`src/rtl/st_pkg.sv`:
```
package st_pkg;
  localparam int NFLG    = 4;
  localparam int FLG_PIT = 0;
  localparam int FLG_WDG = 1;
  localparam int FLG_INC = 2;
  localparam int FLG_ALM = 3;

  localparam logic [4:0] A_PRE  = 5'h00;
  localparam logic [4:0] A_PER  = 5'h04;
  localparam logic [4:0] A_STAT = 5'h08;
  localparam logic [4:0] A_EN   = 5'h0C;
  localparam logic [4:0] A_DIS  = 5'h10;
  localparam logic [4:0] A_MASK = 5'h14;
  localparam logic [4:0] A_ALM  = 5'h18;
  localparam logic [4:0] A_CNT  = 5'h1C;
endpackage

```
`src/rtl/st_rtc.sv`:
```
module st_rtc #(
  parameter int CNT_W   = 20,
  parameter int PRE_W   = 16,
  parameter int PRE_RST = 32768
) (
  input  logic             clk,
  input  logic             rst_n,
  input  logic             slow_tick,
  input  logic             pre_wr,
  input  logic             alm_wr,
  input  logic [PRE_W-1:0] pre_wdata,
  input  logic [CNT_W-1:0] alm_wdata,
  output logic [PRE_W-1:0] pre_q,
  output logic [CNT_W-1:0] alm_q,
  output logic [CNT_W-1:0] cnt_q,
  output logic             inc_evt,
  output logic             alm_evt
);
  localparam int LIM_W = PRE_W + 1;

  logic [PRE_W-1:0] div_q;
  logic [LIM_W-1:0] limit;
  logic             div_last;
  logic [CNT_W-1:0] cnt_nxt;

  // zero selects the longest period, 2^PRE_W ticks
  assign limit    = (pre_q == '0) ? (LIM_W'(1) << PRE_W) : LIM_W'(pre_q);
  assign div_last = (LIM_W'(div_q) == limit - LIM_W'(1));
  assign inc_evt  = slow_tick && div_last && !pre_wr;
  assign cnt_nxt  = cnt_q + CNT_W'(1);
  assign alm_evt  = inc_evt && (cnt_nxt == alm_q);

  always_ff @(posedge clk or negedge rst_n) begin
    if (!rst_n) begin
      pre_q <= PRE_W'(PRE_RST);
      div_q <= '0;
      cnt_q <= '0;
      alm_q <= '0;
    end else begin
      if (pre_wr) begin
        pre_q <= pre_wdata;
        div_q <= '0;
      end else if (slow_tick) begin
        div_q <= div_last ? '0 : div_q + PRE_W'(1);
      end
      if (inc_evt) cnt_q <= cnt_nxt;
      if (alm_wr)  alm_q <= alm_wdata;
    end
  end

  assert_count_step_R2: assert property (@(posedge clk) disable iff (!rst_n)
    (cnt_q != $past(cnt_q)) |-> (cnt_q == $past(cnt_q) + CNT_W'(1)));

  assert_alarm_lands_R4: assert property (@(posedge clk) disable iff (!rst_n)
    (alm_evt && !alm_wr) |=> (cnt_q == alm_q));
endmodule

```
`src/rtl/st_pit.sv`:
```
module st_pit #(
  parameter int PER_W = 16
) (
  input  logic             clk,
  input  logic             rst_n,
  input  logic             slow_tick,
  input  logic             per_wr,
  input  logic [PER_W-1:0] per_wdata,
  output logic [PER_W-1:0] per_q,
  output logic             pit_evt
);
  logic [PER_W-1:0] ph_q;
  logic             run;
  logic             ph_last;

  assign run     = (per_q != '0);
  assign ph_last = (ph_q == per_q - PER_W'(1));
  assign pit_evt = slow_tick && run && ph_last && !per_wr;

  always_ff @(posedge clk or negedge rst_n) begin
    if (!rst_n) begin
      per_q <= '0;
      ph_q  <= '0;
    end else if (per_wr) begin
      per_q <= per_wdata;
      ph_q  <= '0;
    end else if (slow_tick && run) begin
      ph_q <= ph_last ? '0 : ph_q + PER_W'(1);
    end
  end

  assert_pit_spacing_R5: assert property (@(posedge clk) disable iff (!rst_n)
    (pit_evt && per_q != PER_W'(1)) |=> !pit_evt);
endmodule

```
`src/rtl/st_irq.sv`:
```
module st_irq #(
  parameter int NF = 4
) (
  input  logic          clk,
  input  logic          rst_n,
  input  logic [NF-1:0] set_vec,
  input  logic          rd_clr,
  input  logic          en_wr,
  input  logic          dis_wr,
  input  logic [NF-1:0] wbits,
  output logic [NF-1:0] flags_q,
  output logic [NF-1:0] mask_q,
  output logic          irq
);
  assign irq = |(flags_q & mask_q);

  always_ff @(posedge clk or negedge rst_n) begin
    if (!rst_n) begin
      flags_q <= '0;
      mask_q  <= '0;
    end else begin
      flags_q <= (rd_clr ? '0 : flags_q) | set_vec;
      if (en_wr)       mask_q <= mask_q | wbits;
      else if (dis_wr) mask_q <= mask_q & ~wbits;
    end
  end

  assert_clear_on_read_R8: assert property (@(posedge clk) disable iff (!rst_n)
    rd_clr |=> (flags_q == $past(set_vec)));

  assert_flags_sticky_R8: assert property (@(posedge clk) disable iff (!rst_n)
    !rd_clr |=> ((flags_q & $past(flags_q)) == $past(flags_q)));

  assert_mask_set_R9: assert property (@(posedge clk) disable iff (!rst_n)
    en_wr |=> ((mask_q & $past(wbits)) == $past(wbits)));

  assert_mask_clear_R9: assert property (@(posedge clk) disable iff (!rst_n)
    (dis_wr && !en_wr) |=> ((mask_q & $past(wbits)) == '0));
endmodule

```
`src/rtl/sys_timer_top.sv`:
```
module sys_timer_top #(
  parameter int CNT_W   = 20,
  parameter int PRE_W   = 16,
  parameter int PRE_RST = 32768,
  parameter int PER_W   = 16
) (
  input  logic        clk,
  input  logic        rst_n,
  input  logic        slow_tick,
  input  logic        wd_ovf_set,
  input  logic        bus_sel,
  input  logic        bus_wr,
  input  logic [4:0]  bus_addr,
  input  logic [31:0] bus_wdata,
  output logic [31:0] bus_rdata,
  output logic        bus_rvalid,
  output logic        irq
);
  import st_pkg::*;

  logic             wr_pre, wr_per, wr_en, wr_dis, wr_alm, rd_any, rd_stat;
  logic [PRE_W-1:0] pre_q;
  logic [PER_W-1:0] per_q;
  logic [CNT_W-1:0] alm_q, cnt_q;
  logic             inc_evt, alm_evt, pit_evt;
  logic [NFLG-1:0]  set_vec, flags_q, mask_q;
  logic [31:0]      rd_mux;
  logic             wdata_unused;

  assign wdata_unused = &{1'b0, bus_wdata};

  assign wr_pre  = bus_sel && bus_wr && (bus_addr == A_PRE);
  assign wr_per  = bus_sel && bus_wr && (bus_addr == A_PER);
  assign wr_en   = bus_sel && bus_wr && (bus_addr == A_EN);
  assign wr_dis  = bus_sel && bus_wr && (bus_addr == A_DIS);
  assign wr_alm  = bus_sel && bus_wr && (bus_addr == A_ALM);
  assign rd_any  = bus_sel && !bus_wr;
  assign rd_stat = rd_any && (bus_addr == A_STAT);

  st_rtc #(.CNT_W(CNT_W), .PRE_W(PRE_W), .PRE_RST(PRE_RST)) u_rtc (
    .clk(clk), .rst_n(rst_n), .slow_tick(slow_tick),
    .pre_wr(wr_pre), .alm_wr(wr_alm),
    .pre_wdata(bus_wdata[PRE_W-1:0]), .alm_wdata(bus_wdata[CNT_W-1:0]),
    .pre_q(pre_q), .alm_q(alm_q), .cnt_q(cnt_q),
    .inc_evt(inc_evt), .alm_evt(alm_evt)
  );

  st_pit #(.PER_W(PER_W)) u_pit (
    .clk(clk), .rst_n(rst_n), .slow_tick(slow_tick),
    .per_wr(wr_per), .per_wdata(bus_wdata[PER_W-1:0]),
    .per_q(per_q), .pit_evt(pit_evt)
  );

  always_comb begin
    set_vec          = '0;
    set_vec[FLG_PIT] = pit_evt;
    set_vec[FLG_WDG] = wd_ovf_set;
    set_vec[FLG_INC] = inc_evt;
    set_vec[FLG_ALM] = alm_evt;
  end

  st_irq #(.NF(NFLG)) u_irq (
    .clk(clk), .rst_n(rst_n), .set_vec(set_vec), .rd_clr(rd_stat),
    .en_wr(wr_en), .dis_wr(wr_dis), .wbits(bus_wdata[NFLG-1:0]),
    .flags_q(flags_q), .mask_q(mask_q), .irq(irq)
  );

  always_comb begin
    unique case (bus_addr)
      A_PRE:   rd_mux = 32'(pre_q);
      A_PER:   rd_mux = 32'(per_q);
      A_STAT:  rd_mux = 32'(flags_q);
      A_MASK:  rd_mux = 32'(mask_q);
      A_ALM:   rd_mux = 32'(alm_q);
      A_CNT:   rd_mux = 32'(cnt_q);
      default: rd_mux = '0;
    endcase
  end

  always_ff @(posedge clk or negedge rst_n) begin
    if (!rst_n) begin
      bus_rdata  <= '0;
      bus_rvalid <= 1'b0;
    end else begin
      bus_rvalid <= rd_any;
      if (rd_any) bus_rdata <= rd_mux;
    end
  end

  assert_irq_needs_mask_R10: assert property (@(posedge clk) disable iff (!rst_n)
    (mask_q == '0) |-> !irq);

  assert_rvalid_follows_read_R8: assert property (@(posedge clk) disable iff (!rst_n)
    rd_any |=> bus_rvalid);
endmodule

```
`config.mk`:
```
export PLATFORM = sky130hd
export DESIGN_NAME = sys_timer_top
export DESIGN_NICKNAME = d
export VERILOG_FILES = /design/src/rtl/st_pkg.sv /design/src/rtl/st_rtc.sv /design/src/rtl/st_pit.sv /design/src/rtl/st_irq.sv /design/src/rtl/sys_timer_top.sv
export SDC_FILE = /design/constraint.sdc
export NUM_CORES = 1
export LEC_CHECK = 0
export BUFFER_PORTS_ARGS = -buffer_cell sky130_fd_sc_hd__buf_2
export CAP_MARGIN = 30
export CORE_ASPECT_RATIO = 1.25
export CORE_MARGIN = 2
export CORE_UTILIZATION = 55
export CTS_BUF_LIST = sky130_fd_sc_hd__clkbuf_4
export DETAILED_ROUTE_END_ITERATION = 12
export PLACE_DENSITY_LB_ADDON = 0.08
export SETUP_SLACK_MARGIN = 0.2
export SKIP_CTS_REPAIR_TIMING = 1
export SYNTH_ARGS = -nofsm -noshare
export SYNTH_HDL_FRONTEND = slang
export SYNTH_SLANG_ARGS = --single-unit
```
`constraint.sdc`:
```
create_clock -name clk -period 5.53 [get_ports clk]
set_clock_uncertainty 0.15 [all_clocks]
set_input_delay 1.106 -clock clk [delete_from_list [all_inputs] [get_ports clk]]
set_output_delay 1.106 -clock clk [all_outputs]
set_load 0.02 [all_outputs]
```
# After elaboration in Yosys (flattened, before gate mapping)
# Cells that the tools add are included.
word_totals:
  ff_bits: 145
  in_bits: 43
  out_inout_bits: 34
op_classes:
  addsub: 5
  n_eq_ne: 10
  mux: 11
  bitwise: 5
  n_reduce_logical: 24
op_table:
  columns: ["operator", "count"]
  rows:
  - ["$pmux 20 s6", 1]
  - ["$mux 16", 6]
  - ["$add 16x1->16 const B", 2]
  - ["$add 20x1->20 const B", 1]
  - ["$eq 20x20->1", 1]
  - ["$eq 5x5->1 const B", 4]
  - ["$eq 16x17->1", 1]
  - ["$mux 17", 1]
  - ["$sub 17x1->17 const B", 1]
  - ["$eq 16x16->1", 1]
  - ["$logic_not 16->1", 1]
  - ["$reduce_bool 16->1", 1]
  - ["$sub 16x1->16 const B", 1]
  - ["$logic_and 1x1->1", 14]
  - ["$mux 4", 3]
  - ["$eq 5x4->1 const B", 2]
  - ["$and 4x4->4", 2]
  - ["$or 4x4->4", 2]
  - ["$reduce_bool 2->1", 3]
  - ["$eq 5x3->1 const B", 1]
  - ["$logic_not 5->1", 1]
  - ["$not 4->4", 1]
  - ["$reduce_or 4->1", 1]
  - ["$logic_not 1->1", 3]

# Longest topological paths before layout
# Gate-level depths: netlist of the first run.
depth:
  depth_word: 8
  mapped_depth: 12

# Cells and area by module
# From an unflattened synthesis of the first run, not the netlist that was laid out.
unflattened:
  hier_cells: 921
  area_unflattened_um2: 8896.0
by_module_without_submodules:
  columns: ["module", "n_inst", "cells_per_inst", "area_each_um2", "seq_area_each_um2"]
  rows:
  - ["st_rtc", 1, 485, 4862.2, 1803.0]
  - ["st_pit", 1, 221, 2134.5, 800.8]
  - ["sys_timer_top", 1, 191, 1596.5, 525.5]
  - ["st_irq", 1, 24, 302.8, 200.2]

# Worst setup path after synthesis of the first run
# No wires, ideal clock.
synth_path:
  path_type: "flip-flop to flip-flop"
  startpoint: "reg u_rtc.pre_q[9]"
  endpoint: "reg u_rtc.div_q[9]"
  setup_ns: 0.119
  t_arrival_ns: 3.417
  t_required_ns: 5.261
  path_slack_ns: 1.845
  path_stages_with_launch: 11
  path_cell_list: "dfrtp_1 > or4_4 > or4_1 > buf_2 > or4_1 > nand3_1 > or4b_1 > a2111oi_4 > a21o_1 > buf_4 > nor2_1"
synth_between:
  elab_chain_cells: 7
synth_lines:
  columns: ["element", "line", "text"]
  rows:
  - ["start: declaration", "st_rtc.sv:13", "output logic [PRE_W-1:0] pre_q,"]
  - ["start signal: assignment", "st_rtc.sv:35", "pre_q <= PRE_W'(PRE_RST);"]
  - ["start signal: assignment", "st_rtc.sv:41", "pre_q <= pre_wdata;"]
  - ["$logic_not 16->1", "st_rtc.sv:27", "assign limit = (pre_q == '0) ? (LIM_W'(1) << PRE_W) : LIM_W'(pre_q);"]
  - ["$mux 17 (*)", "st_rtc.sv:27", null]
  - ["$sub 17x1->17 (*)", "st_rtc.sv:28", "assign div_last = (LIM_W'(div_q) == limit - LIM_W'(1));"]
  - ["$eq 16x17->1 (*)", "st_rtc.sv:28", null]
  - ["$mux 16 (*)", "st_rtc.sv:44", "div_q <= div_last ? '0 : div_q + PRE_W'(1);"]
  - ["$mux 16 (*)", "st_rtc.sv:43", "end else if (slow_tick) begin"]
  - ["$mux 16 (*)", "st_rtc.sv:40", "if (pre_wr) begin"]
  - ["end signal: assignment", "st_rtc.sv:44", null]
  - ["end: declaration", "st_rtc.sv:21", "logic [PRE_W-1:0] div_q;"]
# Every way passes the cells marked *; elsewhere a longest branch is shown, timed or not. The select of a mux whose other input is x is not followed.
# A chain may end at the register's enable or synchronous reset.

# Worst setup path after layout of the first run
layout_path:
  startpoint: "reg u_rtc.pre_q[9]"
  endpoint: "reg u_rtc.div_q[11]"
# Same word-level chain as after synthesis.

==> results of run 1 <==
## worst min path at each step
stage	startpoint	to	slack, ns	depth (start not counted)
after floorplan	u_rtc.pre_q[15]	u_rtc.pre_q[15]	0.31	2
after global placement	bus_rdata[1]	bus_rdata[1]	0.31	2
after detailed placement	bus_rdata[12]	bus_rdata[12]	0.32	2
after CTS	bus_rdata[12]	bus_rdata[12]	0.34	2
after global routing	bus_rdata[16]	bus_rdata[16]	0.37	2
final	bus_rdata[12]	bus_rdata[12]	0.33	2
## cell usage in the layout (no fill, tap or decap), types with 18 or more instances in the layout
master    netlist  routed
and3_1         18      18
buf_2           1      51
clkbuf_4        0      19
dfrtp_1       132     132
mux2_1         19      19
nand2_1       157     157
nand3_1        24      24
nand4_1        28      28
nor2_1         53      52
nor3_1         30      27
nor4_1         23      21
o21ai_0        36      35
xnor2_1        56      56
xor2_1         48      48
## sequential cells by signal, summed over array words and instances, names as in the netlist, named ones only
| signal | count |
|---|---|
| bus_rdata | 20 |
| bus_rvalid | 1 |
| u_irq.flags_q | 4 |
| u_pit.per_q | 16 |
| u_pit.ph_q | 16 |
| u_rtc.alm_q | 20 |
| u_rtc.cnt_q | 20 |
| u_rtc.div_q | 16 |
| u_rtc.pre_q | 16 |
## synthesized netlist by cell type (10+ instances only)
cell      instances
nor4_1           23
nor2b_1          10
xor2_1           48
a21oi_1          16
a22o_1           17
dfrtp_1         132
buf_4            13
nand2_1         157
nand4_1          28
clkbuf_1         47
inv_1            11
xnor2_1          56
o21ai_0          36
a221oi_1         16
a22oi_1          14
nand3_1          24
mux2_1           19
and3_1           18
nor2_1           53
nor3_1           30
## kinds of logic after synthesis
group / after synthesis
and+or+nand+nor: 398
buffers and inverters: 74
muxes: 22
DFF: 133
xor gates and xnor gates: 104
AOI/OAI and AO/OA: 159
other: 1
adders and majority gates: 6
## stage by stage
| step | setup slack (ns) | cells | hold slack (ns) | total power, mW | utilization |
|---|---|---|---|---|---|
| after global placement | 1.17 | 1087 | 0.309 | 1.90 | 0.584 |
| after CTS | 1.07 | 1117 | 0.341 | 2.69 | 0.607 |
| after floorplan | 1.84 | 908 | 0.308 | 1.73 | - |
| final | 1.02 | 1119 | 0.334 | 2.68 | 0.608 |
| after detailed placement | 1.11 | 1087 | 0.316 | 1.93 | 0.584 |
| after global routing | 0.808 | 1119 | 0.368 | 2.82 | 0.608 |
## layout make-up
| type | count | area (um2) |
|---|---|---|
| fillers | 1296 | 5610 |
| diodes | 2 | 5.00 |
| flip-flops and latches | 133 | 3330 |
| multi-input cells | 701 | 4400 |
| inverters | 11 | 41.3 |
| clock inverters | 11 | 184 |
| well taps | 178 | 223 |
| repair buffers | 64 | 357 |
| clock buffers | 19 | 143 |
## critical path, delay by kind of cell (launching register included)
family	cells	cell delay, ns
AO/OA/AOI/OAI	4	1.80
flip-flops	1	0.49
AND/OR/NAND/NOR	4	1.93
## power breakdown
group	internal, mW	switching [mW]	leakage, nW
combinational	0.279	0.371	1.99
sequential	1.09	0.183	1.75
clock	0.405	0.360	0.172
## layer usage
layer / wire [um] / global-route usage / vias to the layer above
li1: - / - / 3254
met1: 8980 / 0.348 / 3439
met2: 11200 / 0.503 / 247
met3: 1130 / 0.0616 / 73
met4: 1010 / 0.165 / 0
met5: 0 / 0 / -
==> impl_results.md, run 1 <==
* Fin Setup TNS at 0 ns
* Largest net degree at the start of global routing at 95
* Vias in the first global route at 7206
* Total gr overflow at 0
* Final instance area at 8680 um2
* Initial antenna violation count at 1
* Post-synthesis mux area share at 0.0307
* Die Area at 15500 um2
* Post-synthesis async set-or-reset flop share at 1.00
* Worst reg2reg path startpoint: u_rtc.pre_q[9]
* Slew Viols, Final at 0
* TritonCTS Sinks at roughly 130
* Clk Latency, worst-skew pair at between 0.5 and 0.6 ns
* NumNets Final at around 1000
* Maximum Capacitance Violations at 0
* Drt wl/cell at roughly 20 um
* Type of the most critical hold path: reg -> reg
* Die Wd at 112 um
* Clk pin slew, worst setup/hold paths at approximately 0.11 ns
* Crit-path slowest cell: or4_1
* CTS tree: built
* Worst VDD drop at 246 uV
* Mapped cell area at 7990 um2
* Input/output buffers at 52
* RR Endpoint: u_rtc.div_q[11]
* Via Count at approximately 7000
* Largest family of logic cells by synthesized area: simple AND/OR/NAND/NOR gates
* Synth unique cells at 66
* First-pass GRT wire length at around 36000 um
* I/O pins at 77
* Final Hold Fails at 0
* DR pass1 iterations at 5
* Share of cells above drive strength 1 at 0.114
* Synth top area share at 0.413
* Post-place instance area at about 8300 um2
* Worst slew pin tran at between 0.9 and 1 ns
* R2R cell count at 8
* Post-synth EDFFs at 0
* Largest cells by area after synthesis: dfrtp_1 41%, nand2_1 7.4%, xnor2_1 6.1%
* Most area-hungry cell type in the Yosys netlist: dfrtp_1
* Row count at 49
* Mapped Cells at 897
* Post-synthesis sequential area ratio at 0.417
* Leakage at ~3.9 nW
* Startpoint types: flip-flop
* Antenna-violating nets left at 0
* DR DRC count at 0
* Tot GR Track Use at 0.296
* Reg2Reg Setup Slack at slightly above 1 ns
* Outcome: finished clean
* Worst endpoint required time at ~5.8 ns
* Part of the cycle the worst path needs at 0.815
* Finish-stage setup viols at 0
* Crit end category: flip-flop
* Yosys reg bits at about 130
* Dpl hpwl at 16500 um
* Worst-case clock buffer depth at 2
* Crit-path max cell delay at 0.67 ns
* Data arrival, critical path at between 4 and 5 ns
* Worst path cell trace: or4_4, or4_1, o21ai_0, a21oi_1, or4b_1, a2111oi_4, a21o_1, nor2_1
* Via density at 6.27
* Core area at 14300 um2
* WL final at approximately 22000 um
* Worst-path maximum fanout at 14
* Compound-Gate Fraction of Synth Area at 0.141
* Setup crit start: u_rtc.pre_q[9]
* Slew margin rel. at 0.349
* RSZ-0062 raised after global routing: false
* Gpl congestion at about 0.93
* Layout area overhead at 8.61%
* Die Y-Extent at between 100 and 150 um
* DR iter-0 viols at between 500 and 600
* Max frequency at 222 MHz
* CTS Buf Count at 17
* H-Tree Depth at 4
* Tmin final at around 4.5 ns
* Crit Path Category: reg -> reg
* Syn. warnings at 0
* Starting Density at 0.559
* Synth Area in XOR/XNOR at 0.114
* Simple-Gate Fraction of Synth Area at 0.246
* Worst setup path endpoint: u_rtc.div_q[11]
* Ys flop type: dfrtp_1
* Post-Synth Adder-Cell Area at 0.00940
* Pwr Density at 309 nW/um2
* Root buf cell: clkbuf_4
* Mean Syn Cell Area at 8.91 um2
No activity file was read; power rests on OpenSTA's default activity.
==> run 2, diff against run 1 <==
Clock period 5.53 ns to 4.5 ns, I/O delays scaled along.
==> impl_results.md, run 2 (synthesis results as in run 1) <==
* Clk Latency, worst-skew pair at 0.57 ns (+0.02 ns)
* WL final at 22200 um (-0.77%)
* I/O pins at 77 (unchanged)
* Tot GR Track Use at 0.295 (-0.00121)
* Crit end category: flip-flop
* Worst path cell trace: or4_4, or4_1, or4_1, nand3_1, or4b_1, a2111oi_4, buf_4, nand4_1, xnor2_1
* Max frequency at 244 MHz (+10%)
* Slew Viols, Final at 0 (unchanged)
* Die Y-Extent at 139 um (unchanged)
* Startpoint types: flip-flop
* Leading cell type in the layout, fill and taps excluded: nand2_1
* DR pass1 iterations at 5 (unchanged)
* Starting Density at 0.559 (unchanged)
* Via density at 6.23 (-0.59%)
* Row count at 49 (unchanged)
* Commonest cells after routing, fill and taps aside: 157 x nand2_1, 132 x dfrtp_1, 56 x xnor2_1
* Die Area at 15500 um2 (unchanged)
* NumNets Final at 983 (+0.61%)
* Die Wd at 112 um (unchanged)
* Top cell by count, worst path: or4_1
* Largest registers: bus_rdata: 20 flops, u_rtc.alm_q: 20 flops, u_rtc.cnt_q: 20 flops
* Fin Setup TNS at 0 ns (unchanged)
* Worst slew pin tran at 0.903 ns (-0.0729 ns)
* Pwr Density at 363 nW/um2 (+17%)
* Core area at 14300 um2 (unchanged)
* Top cell family by delay on the critical path: simple AND/OR/NAND/NOR gates
* Dpl hpwl at 16700 um (+0.96%)
* CP bufs+invs at 1 (+1)
* Largest net degree at the start of global routing at 88 (-7.4%)
* Leakage at 3.90 nW (-0.18%)
* Clk pin slew, worst setup/hold paths at 0.12 ns (about the same)
* Gpl congestion at 0.922 (-1.1%)
* TritonCTS Sinks at 133 (unchanged)
* First-pass GRT wire length at 36300 um (-0.21%)
* Crit-path slowest cell: or4_1
* DR DRC count at 0 (unchanged)
* Root buf cell: clkbuf_4
* CTS Buf Count at 17 (unchanged)
* Antenna-violating nets left at 0 (unchanged)
* H-Tree Depth at 4 (unchanged)
* Crit-path max cell delay at 0.68 ns (about the same)
* Worst-path maximum fanout at 12 (-2)
* Layout area overhead at 8.44%
* Worst VDD drop at 260 uV (+5.3%)
* Crit Path Category: reg -> reg
* Vias in the first global route at 6957 (-3.5%)
* Worst-case clock buffer depth at 2 (unchanged)
* Drt wl/cell at 19.7 um (-1.4%)
* CTS tree: built
* Outcome: finished clean
* Finish-stage setup viols at 0 (unchanged)
* Share of cells above drive strength 1 at 0.119 (+0.00537)
* Via Count at 7015 (+0.029%)
* Total gr overflow at 0 (unchanged)
* Type of the most critical hold path: in -> async
* Input/output buffers at 52 (unchanged)
* Data arrival, critical path at 4.42 ns (-0.36 ns)
* Slew margin rel. at 0.398 (+0.0493)
* DR iter-0 viols at 535 (+2.7%)
* Initial antenna violation count at 1 (unchanged)
* Worst endpoint required time at 4.82 ns (-0.98 ns)
* Part of the cycle the worst path needs at 0.910 (+0.0953)
* Final Hold Fails at 0 (unchanged)
* Maximum Capacitance Violations at 0 (unchanged)
* RSZ-0062 raised after global routing: false
* Hold slack final at 0.221 ns (-0.114 ns)
* Tmin final at 4.10 ns (-0.411 ns)
==> run 2: path summary, 6_finish.rpt <==
path | start | to | slack [ns] | depth (start not counted)
max | u_rtc.pre_q[9] | u_rtc.cnt_q[9] | 0.40 | 9
min | rst_n | bus_rvalid | 0.22 | 1
max reg2reg | u_rtc.pre_q[9] | u_rtc.cnt_q[9] | 0.40 | 9
min reg2reg | bus_rdata[17] | bus_rdata[17] | 0.34 | 2
max in group asynchronous | rst_n | u_rtc.div_q[9] | 3.12 | 2
min in group clk | bus_rdata[17] | bus_rdata[17] | 0.34 | 2
==> run 2: through the flow <==
step | setup WS [ns] | instances | cell area [um2] | utilization | power, mW
after global routing | 0.207 | 1126 | 8660 | 0.607 | 3.34
after CTS | 0.331 | 1125 | 8660 | 0.606 | 3.15
after detailed placement | 0.346 | 1093 | 8390 | 0.587 | 2.37
after global placement | 0.460 | 1093 | 8390 | 0.587 | 2.34
after floorplan | 0.815 | 908 | 8030 | - | 2.12
final | 0.404 | 1126 | 8660 | 0.607 | 3.15
==> run 2: layer usage <==
metal	GRT usage	up-vias	routed length [um]	share of wire
li1	-	3268	-	-
met4	0.143	0	1010	0.046
met1	0.360	3419	8840	0.40
met2	0.502	254	11200	0.50
met3	0.0538	74	1150	0.052
met5	0	-	0	0
==> run 2: report_power, final <==
part / leakage [nW] / internal (mW) / switching, mW
sequential: 1.75 / 1.34 / 0.225
clock: 0.135 / 0.328 / 0.455
combinational: 2.02 / 0.350 / 0.455
total: 3.90 / 2.01 / 1.14
==> run 2: area by class of cell <==
type	count	area [um2]
repair buffers	70	402
inverters	11	41.3
fillers	1274	5620
well taps	178	223
flip-flops and latches	133	3330
multi-input cells	701	4390
clock buffers	18	135
diodes	1	2.50
clock inverters	14	138
==> run 3, diff against run 2 <==
Clock period 4.5 ns to 4.83 ns, I/O delays scaled along.
==> impl_results.md, run 3 (synthesis results as in run 1) <==
* Antenna-violating nets left at 0 (unchanged)
* Drt wl/cell at 19.5 um (-1.0%)
* Leading cell type in the layout, fill and taps excluded: nand2_1
* Layout area overhead at 9.02%
* Die Wd at 112 um (unchanged)
* RSZ-0062 raised after global routing: false
* Int Power at 1.98 mW (-1.7%)
* Largest registers: bus_rdata: 20 flops, u_rtc.alm_q: 20 flops, u_rtc.cnt_q: 20 flops
* CTS tree: built
* Core area at 14300 um2 (unchanged)
* Tmin final at 4.24 ns (+0.145 ns)
* Worst endpoint required time at 5.11 ns (+0.29 ns)
* Via Count at 7027 (+0.17%)
* Slack of the critical path at 0.589 ns (+0.185 ns)
* Vias in the first global route at 7126 (+2.4%)
* Sequential power share at 0.479 (-0.017)
* Via density at 6.26 (+0.44%)
* NumNets Final at 980 (-0.31%)
* Leakage at 3.93 nW (+0.57%)
* H-Tree Depth at 4 (unchanged)
* Gpl congestion at 0.916 (-0.67%)
* Clock Power Share at 0.276 (+0.027)
* Crit Path Category: reg -> reg
* Root buf cell: clkbuf_4
* Outcome: finished clean
* Row count at 49 (unchanged)
* Die Y-Extent at 139 um (unchanged)
* Worst-path maximum fanout at 14 (+2)
* Commonest cells after routing, fill and taps aside: 157 x nand2_1, 132 x dfrtp_1, 56 x xnor2_1
* TritonCTS Sinks at 133 (unchanged)
* Pre-CTS WS at 0.497 ns (+0.151 ns)
* Data arrival, critical path at 4.52 ns (+0.10 ns)
* Slew Viols, Final at 0 (unchanged)
* Initial antenna violation count at 1 (unchanged)
* Share of cells above drive strength 1 at 0.119 (-0.000680)
* Clk pin slew, worst setup/hold paths at 0.11 ns (about the same)
* R2R cell count at 8 (-1)
* Clk Latency, worst-skew pair at 0.56 ns (about the same)
* Pwr Density at 348 nW/um2 (-4.3%)
* First-pass GRT wire length at 36200 um (-0.26%)
* Startpoint types: flip-flop
* Finish-stage setup viols at 0 (unchanged)
* Combinational power share at 0.244 (-0.012)
* Worst VDD drop at 258 uV (-0.47%)
* Fin Setup TNS at 0 ns (unchanged)
* Max frequency at 236 MHz (-3.4%)
* CTS Buf Count at 17 (unchanged)
* Slew margin rel. at 0.362 (-0.0359)
* DR pass1 iterations at 5 (unchanged)
* Switching share of total power at 0.346 (-0.0144)
* Die Area at 15500 um2 (unchanged)
* Tot GR Track Use at 0.292 (-0.00258)
* Starting Density at 0.559 (unchanged)
* DR DRC count at 0 (unchanged)
* Crit end category: flip-flop
* WL final at 21900 um (-1.3%)
* Final Hold Fails at 0 (unchanged)
* DR iter-0 viols at 556 (+3.9%)
* Total gr overflow at 0 (unchanged)
* Maximum Capacitance Violations at 0 (unchanged)
* Largest net degree at the start of global routing at 109 (+24%)
* I/O pins at 77 (unchanged)
* Worst slew pin tran at 0.956 ns (+0.0528 ns)
* Switching Power at 1.05 mW (-7.7%)
* Worst-case clock buffer depth at 2 (unchanged)
* Part of the cycle the worst path needs at 0.878 (-0.0323)
* Type of the most critical hold path: in -> async
* Dpl hpwl at 16200 um (-2.5%)
* Input/output buffers at 52 (unchanged)
## run 3: power by group through the flow
stage          Sequential (mW)  Combinational, mW  Clock, mW
2_1_floorplan             1.39              0.583          0
3_3_place_gp              1.46              0.710          0
3_5_place_dp              1.47              0.731          0
4_1_cts                   1.45              0.736      0.854
5_1_grt                   1.48              0.826      0.898
6_report                  1.45              0.740      0.837
## run 3: path summary, 6_finish.rpt
kind / end / startpoint / slack [ns]
max in group asynchronous: u_rtc.pre_q[15] / rst_n / 3.22
max reg2reg: u_rtc.div_q[5] / u_rtc.pre_q[9] / 0.59
min reg2reg: bus_rdata[1] / bus_rdata[1] / 0.35
max: u_rtc.div_q[5] / u_rtc.pre_q[9] / 0.59
min in group clk: bus_rdata[1] / bus_rdata[1] / 0.35
min: bus_rvalid / rst_n / 0.21
## run 3: per-stage QoR
stage	hold slack (ns)	cells	utilization	instance area (um2)	power [mW]
floorplan	0.308	908	-	8030	1.98
global placement	0.310	1089	0.585	8360	2.17
detailed placement	0.327	1089	0.585	8360	2.20
CTS	0.355	1121	0.608	8680	3.04
global route	0.203	1123	0.610	8710	3.20
finish	0.209	1123	0.610	8710	3.03
## run 3: area by class of cell
type / count / area [um2]
Sequential cell: 133 / 3330
Clock buffer: 18 / 135
Inverter: 11 / 41.3
Timing Repair Buffer: 67 / 399
Antenna cell: 1 / 2.50
Clock inverter: 14 / 184
Fill cell: 1289 / 5570
Multi-Input combinational cell: 701 / 4400
Tap cell: 178 / 223
## run 3: critical path: stages, from the launching register on
cell and delay [ns]:
dfrtp_1 0.49, or4_4 0.57, or4_1 0.67, or4_1 0.53, nand3_1 0.09, or4b_1 0.49
a2111oi_4 0.54, a21o_1 0.47, nor2_1 0.11
## run 3: per-layer routing
layer	vias to the layer above	track usage	share of wire
met2	285	0.487	0.49
met4	0	0.158	0.048
met5	-	0	0
met1	3409	0.358	0.40
met3	72	0.0559	0.056
li1	3261	-	-
